**src/rtl/cfg_loader_pkg.sv**
```systemverilog
package cfg_loader_pkg;

  // Strobes from control to datapath, valid for the current clock
  typedef struct packed {
    logic capture;   // take one data bit this cycle
    logic wordDone;  // this capture completes a word
    logic clear;     // loader disabled: drop state
  } ctrlStrobes_t;

endpackage

```
**src/rtl/cfg_loader_sync.sv**
```systemverilog
module cfg_loader_sync #(
  parameter int WIDTH = 3,
  parameter int STAGES = 2,
  parameter logic [WIDTH-1:0] RST_VAL = '0
) (
  input  logic             clk,
  input  logic             porN,
  input  logic [WIDTH-1:0] asyncIn,
  output logic [WIDTH-1:0] syncOut
);

  logic [WIDTH-1:0] stage [STAGES];

  always_ff @(posedge clk or negedge porN) begin
    if (!porN) stage[0] <= RST_VAL;
    else       stage[0] <= asyncIn;
  end

  for (genvar s = 1; s < STAGES; s++) begin : g_stage
    always_ff @(posedge clk or negedge porN) begin
      if (!porN) stage[s] <= RST_VAL;
      else       stage[s] <= stage[s-1];
    end
  end

  assign syncOut = stage[STAGES-1];

endmodule

```
**src/rtl/cfg_loader_ctrl.sv**
```systemverilog
module cfg_loader_ctrl
  import cfg_loader_pkg::*;
#(
  parameter int WORD_W = 32
) (
  input  logic         clk,
  input  logic         porN,
  input  logic         strobeSync,
  input  logic         rstNSync,
  output ctrlStrobes_t ctl,
  output logic         loadEn
);

  localparam int CNT_W = $clog2(WORD_W);
  localparam logic [CNT_W-1:0] LAST_BIT = CNT_W'(WORD_W - 1);

  logic strobePrev;
  logic [CNT_W-1:0] bitCnt;
  logic strobeRise;

  always_ff @(posedge clk or negedge porN) begin
    if (!porN) strobePrev <= 1'b0;
    else       strobePrev <= strobeSync;
  end

  always_comb begin
    loadEn       = ~rstNSync;
    strobeRise   = strobeSync & ~strobePrev;
    ctl.clear    = ~loadEn;
    ctl.capture  = strobeRise & loadEn;
    ctl.wordDone = ctl.capture && (bitCnt == LAST_BIT);
  end

  always_ff @(posedge clk or negedge porN) begin
    if (!porN)                        bitCnt <= '0;
    else if (ctl.clear)               bitCnt <= '0;
    else if (ctl.wordDone)            bitCnt <= '0;
    else if (ctl.capture)             bitCnt <= bitCnt + 1'b1;
  end

endmodule

```
**src/rtl/cfg_loader_dpath.sv**
```systemverilog
module cfg_loader_dpath
  import cfg_loader_pkg::*;
#(
  parameter int WORD_W = 32,
  parameter int ADDR_W = 6
) (
  input  logic              clk,
  input  logic              porN,
  input  ctrlStrobes_t      ctl,
  input  logic              dataSync,
  output logic              wordValid,
  output logic [WORD_W-1:0] wordData,
  output logic [ADDR_W-1:0] wordAddr
);

  logic [WORD_W-1:0] shiftReg;
  logic [WORD_W-1:0] nextWord;
  logic [ADDR_W-1:0] addrCnt;

  assign nextWord = {shiftReg[WORD_W-2:0], dataSync};

  always_ff @(posedge clk or negedge porN) begin
    if (!porN)            shiftReg <= '0;
    else if (ctl.capture) shiftReg <= nextWord;
  end

  always_ff @(posedge clk or negedge porN) begin
    if (!porN) begin
      wordValid <= 1'b0;
      addrCnt   <= '0;
    end else if (ctl.clear) begin
      wordValid <= 1'b0;
      addrCnt   <= '0;
    end else begin
      wordValid <= ctl.wordDone;
      if (ctl.wordDone) addrCnt <= addrCnt + 1'b1;
    end
  end

  always_ff @(posedge clk or negedge porN) begin
    if (!porN) begin
      wordData <= '0;
      wordAddr <= '0;
    end else if (ctl.wordDone) begin
      wordData <= nextWord;
      wordAddr <= addrCnt;
    end
  end

endmodule

```
**src/rtl/cfg_bitbang_loader.sv**
```systemverilog
module cfg_bitbang_loader
  import cfg_loader_pkg::*;
#(
  parameter int WORD_W = 32,
  parameter int ADDR_W = 6,
  parameter int SYNC_STAGES = 2
) (
  input  logic              clk,
  input  logic              porN,
  input  logic              rstN,
  input  logic              cfgStrobe,
  input  logic              cfgData,
  output logic              fabricRst,
  output logic              wordValid,
  output logic [WORD_W-1:0] wordData,
  output logic [ADDR_W-1:0] wordAddr
);

  logic [2:0]   syncBus;
  logic         loadEn;
  ctrlStrobes_t ctl;

  cfg_loader_sync #(.WIDTH(3), .STAGES(SYNC_STAGES), .RST_VAL(3'b000)) u_sync (
    .clk     (clk),
    .porN    (porN),
    .asyncIn ({rstN, cfgData, cfgStrobe}),
    .syncOut (syncBus)
  );

  cfg_loader_ctrl #(.WORD_W(WORD_W)) u_ctrl (
    .clk        (clk),
    .porN       (porN),
    .strobeSync (syncBus[0]),
    .rstNSync   (syncBus[2]),
    .ctl        (ctl),
    .loadEn     (loadEn)
  );

  cfg_loader_dpath #(.WORD_W(WORD_W), .ADDR_W(ADDR_W)) u_dpath (
    .clk       (clk),
    .porN      (porN),
    .ctl       (ctl),
    .dataSync  (syncBus[1]),
    .wordValid (wordValid),
    .wordData  (wordData),
    .wordAddr  (wordAddr)
  );

  assign fabricRst = loadEn;

endmodule

```
**config.mk**
```make
export PLATFORM = sky130hd
export DESIGN_NAME = cfg_bitbang_loader
export DESIGN_NICKNAME = d
export VERILOG_FILES = /design/src/rtl/cfg_loader_pkg.sv /design/src/rtl/cfg_loader_sync.sv /design/src/rtl/cfg_loader_ctrl.sv /design/src/rtl/cfg_loader_dpath.sv /design/src/rtl/cfg_bitbang_loader.sv
export SDC_FILE = /design/constraint.sdc
export NUM_CORES = 1
export LEC_CHECK = 0
export ABC_AREA = 1
export CORE_MARGIN = 2
export CORE_UTILIZATION = 42
export CTS_CLUSTER_SIZE = 40
export DETAILED_ROUTE_END_ITERATION = 8
export PLACE_DENSITY_LB_ADDON = 0.08
export SYNTH_ARGS = -nofsm -noshare
export SYNTH_HDL_FRONTEND = slang
export SYNTH_SLANG_ARGS = --single-unit
export TNS_END_PERCENT = 20
```
**constraint.sdc**
```tcl
create_clock -name clk -period 1.7 [get_ports clk]
set_input_delay 0.255 -clock clk [delete_from_list [all_inputs] [get_ports clk]]
set_output_delay 0.255 -clock clk [all_outputs]
set_load 0.1 [all_outputs]
```
==> results by group <==
Finish
  • Commonest non-fill, non-tap cell in the layout: nand2_1
  • Area Overhead vs Synth: 33.8%
  • Layout cells sized above 1: 27.9%
  • Fillers: 692
  • Number of antenna diodes: 0
  • Post-route insts no fill: 506
  • Commonest non-fill, non-tap cells in the layout: 97 x nand2_1, 88 x dfrtp_1, 45 x buf_12
  • Design area: 0.00477 mm^2
  • Fin util: between 50% and 60%
  • NumNets Final: 404

Power and ir drop
  • VDD IR max: 0.421 mV
  • Power Total: 4.00 mW
  • LEAKAGE: 2.16 nW
  • Power per cell area: 838 mW/mm^2

Floorplan
  • Height of the die: approximately 96 um
  • Chip Width: 96.1 um
  • Starting Density: 43.4%
  • Core Footprint: between 0.008 and 0.009 mm^2
  • Row cnt: 33
  • Die area: 0.00924 mm^2
  • # IOs: 45

Global route
  • Number of global-route vias before repair: 2228
  • Initial antenna violation count: 0
  • GRT Util Overall: 14.7%
  • First-pass GRT wire length: between 10000 and 15000 um
  • Pin count of the biggest net entering global routing: 40
  • Total global routing overflow: 0

CTS
  • Clk sinks: 88
  • H-tree depth: 3
  • Total CTS buffers: 9
  • Max clock buf depth: 2
  • TritonCTS clock tree: done
  • Clock transition at path regs: around 0.09 ns
  • Clock latency on the worst-skew pair: 0.34 ns
  • CTS root buf: clkbuf_8

Critical path
  • CP max stage delay: 0.41 ns
  • Critical Path AT: 1.87 ns
  • Critical-path cell list: ha_1 > inv_1 > nor3_2 > ha_2 > inv_2 > nor2_4 > buf_6 > nor2_1 > nand2_1 > nor2_1
  • Setup crit start kind: register
  • CP Capture Type: register
  • Cell mode on critical path: nor2_1
  • Crit Path Max Fanout: 6
  • CP required: 1.97 ns
  • Crit path max-delay family: adder cells
  • Slowest stage cell, crit path: dfrtp_1
  • Worst Path Class, Setup: reg2reg
  • Crit path buf inv count: 3

STA
  • Max Clock Skew: 0.00787 ns
  • Post-layout min period: 1.59 ns
  • Final setup vio count: 0
  • Actual slew at the worst max-slew pin: just under 0.4 ns
  • Fin Setup TNS: 0 ns
  • Fmax: around 0.63 GHz
  • Slew headroom: 74.4%
  • Worst Slack Setup Final: roughly 0.11 ns
  • Final Max Tran Viols: 0
  • Hold Vio Cnt, Final: 0
  • Final hold slack: between 0.3 and 0.4 ns
  • Crit share post-route: between 90% and 100%

Drt
  • DRT met1 WL: between 2000 and 3000 um
  • Final WL: 6100 um
  • Highest Signal Layer: met4
  • Met2 WL post-DR: a little under 3000 um
  • Starting DRT DRC Count: 139
  • Via density: around 4.6
  • # DRC: 0
  • Post-DR wirelength/cell: 12.1 um
  • Met3 routed WL: approximately 220 um
  • Vias: 2338
  • Post-route ant nets: 0
  • DRT Pass-1 Iters: 4

Worst hold path
  • Worst min-delay path class: in2reg

Synthesis
  • Synth Cell Area: 0.00357 mm^2
  • Synth unique cells: 20
  • Synth warn: 0
  • Sequential cell area fraction in the yosys report: 61.8%
  • Synth top area share: 61.8%
  • Syn_nets: 352
  • Syn Area/Cell: 10.4 um^2
  • Gate Count Post-Synth: roughly 340
  • Yosys top cell by area: dfrtp_1
  • Largest cells by area after synthesis: dfrtp_1 62%, nand2_1 10%, o21ai_2 8.6%
  • #FFs+latches synth: 88

Placement
  • Inst Count DP: 487
  • Placer congestion estimate: ~0.83
  • DP HPWL: 4150 um
  • Pre-CTS setup slack: 0.0158 ns
  • Placed cell areas: 0.00450 mm^2
  • Number of port buffers: 44

Run status
  • Status: finished, final reports clean

Run
  • MaxCap Viol Count: 0
[power breakdown]
group          switching [mW]  total (mW)  internal [mW]  leakage (nW)
clock network           0.722        1.63          0.906         0.119
logic                   0.132       0.188         0.0562         0.835
registers              0.0311        2.18           2.15          1.21
[registers in the layout, summed over array words and instances, names as in the netlist]
name               cells
u_sync.syncOut         3
u_dpath.addrCnt        6
u_sync.stage           3
u_dpath.wordData      32
u_ctrl.strobePrev      1
u_dpath.wordAddr       6
u_dpath.wordValid      1
u_dpath.shiftReg      31
u_ctrl.bitCnt          5
[Yosys cell counts, drive strengths merged]
master   n
buf     15
o21ai   73
nand4    2
dfrtp   88
nor2     9
nand2   98
nand3    8
inv     44
a21oi    1
nor3     2
ha       3
o21a     1
[cell type report]
cell class                 instances  area [um^2]  area share (%)
tap                              105          131            2.75
sequential                        88         2200            46.2
timing repair buffer              56          995            20.9
multi-input combinational        197         1050            21.9
clock inverter                     5         78.8            1.65
inverter                          44          165            3.46
clock buffer                      11          151            3.17
[logic make-up (layout without fill, tap and decap cells)]
group           after synthesis  count (layout)  share of synthesized area [%]
flops                        88              88                           61.8
fa+ha+maj                     3               3                           1.05
compound gates               75              75                           14.3
buf+inv                      59             116                           9.26
simple gates                119             119                           13.6
[routing by layer]
layer | vias to the layer above | GRT usage [%]
met5 | - | 0
met4 | 0 | 5.24
met3 | 6 | 3.92
met2 | 37 | 22.7
met1 | 1111 | 19.9
li1 | 1184 | -
[worst register-to-register path, stage by stage (launching register included)]
cell,delay (ns)
dfrtp_1,0.41
ha_1,0.20
inv_1,0.11
nor3_2,0.06
ha_2,0.21
inv_2,0.10
nor2_4,0.04
buf_6,0.13
nor2_1,0.12
nand2_1,0.06
nor2_1,0.08
[final timing paths]
kind / start / end / slack [ns] / cells after the start
min in group asynchronous: porN / u_dpath.wordData[11]$_DFFE_PN0P_ / 0.36 / 2
setup reg to reg: u_ctrl.bitCnt[0]$_DFFE_PN0P_ / u_ctrl.bitCnt[2]$_DFFE_PN0P_ / 0.11 / 10
hold / removal: rstN / u_sync.stage[5]$_DFF_PN0_ / 0.34 / 1
hold reg to reg: u_sync.stage[5]$_DFF_PN0_ / u_sync.syncOut[2]$_DFF_PN0_ / 0.35 / 0
max in group asynchronous: porN / u_dpath.wordData[31]$_DFFE_PN0P_ / 0.71 / 3
setup / recovery: u_ctrl.bitCnt[0]$_DFFE_PN0P_ / u_ctrl.bitCnt[2]$_DFFE_PN0P_ / 0.11 / 10
[what timing repair did]
item                                   CTS  global route
endpoints found under the hold margin   27             0
buffers inserted                         0             1
hold buffers                             1             0
setup endpoints to repair                0            11
resized for setup                        0             5
No activity file was read; power rests on OpenSTA's default activity.
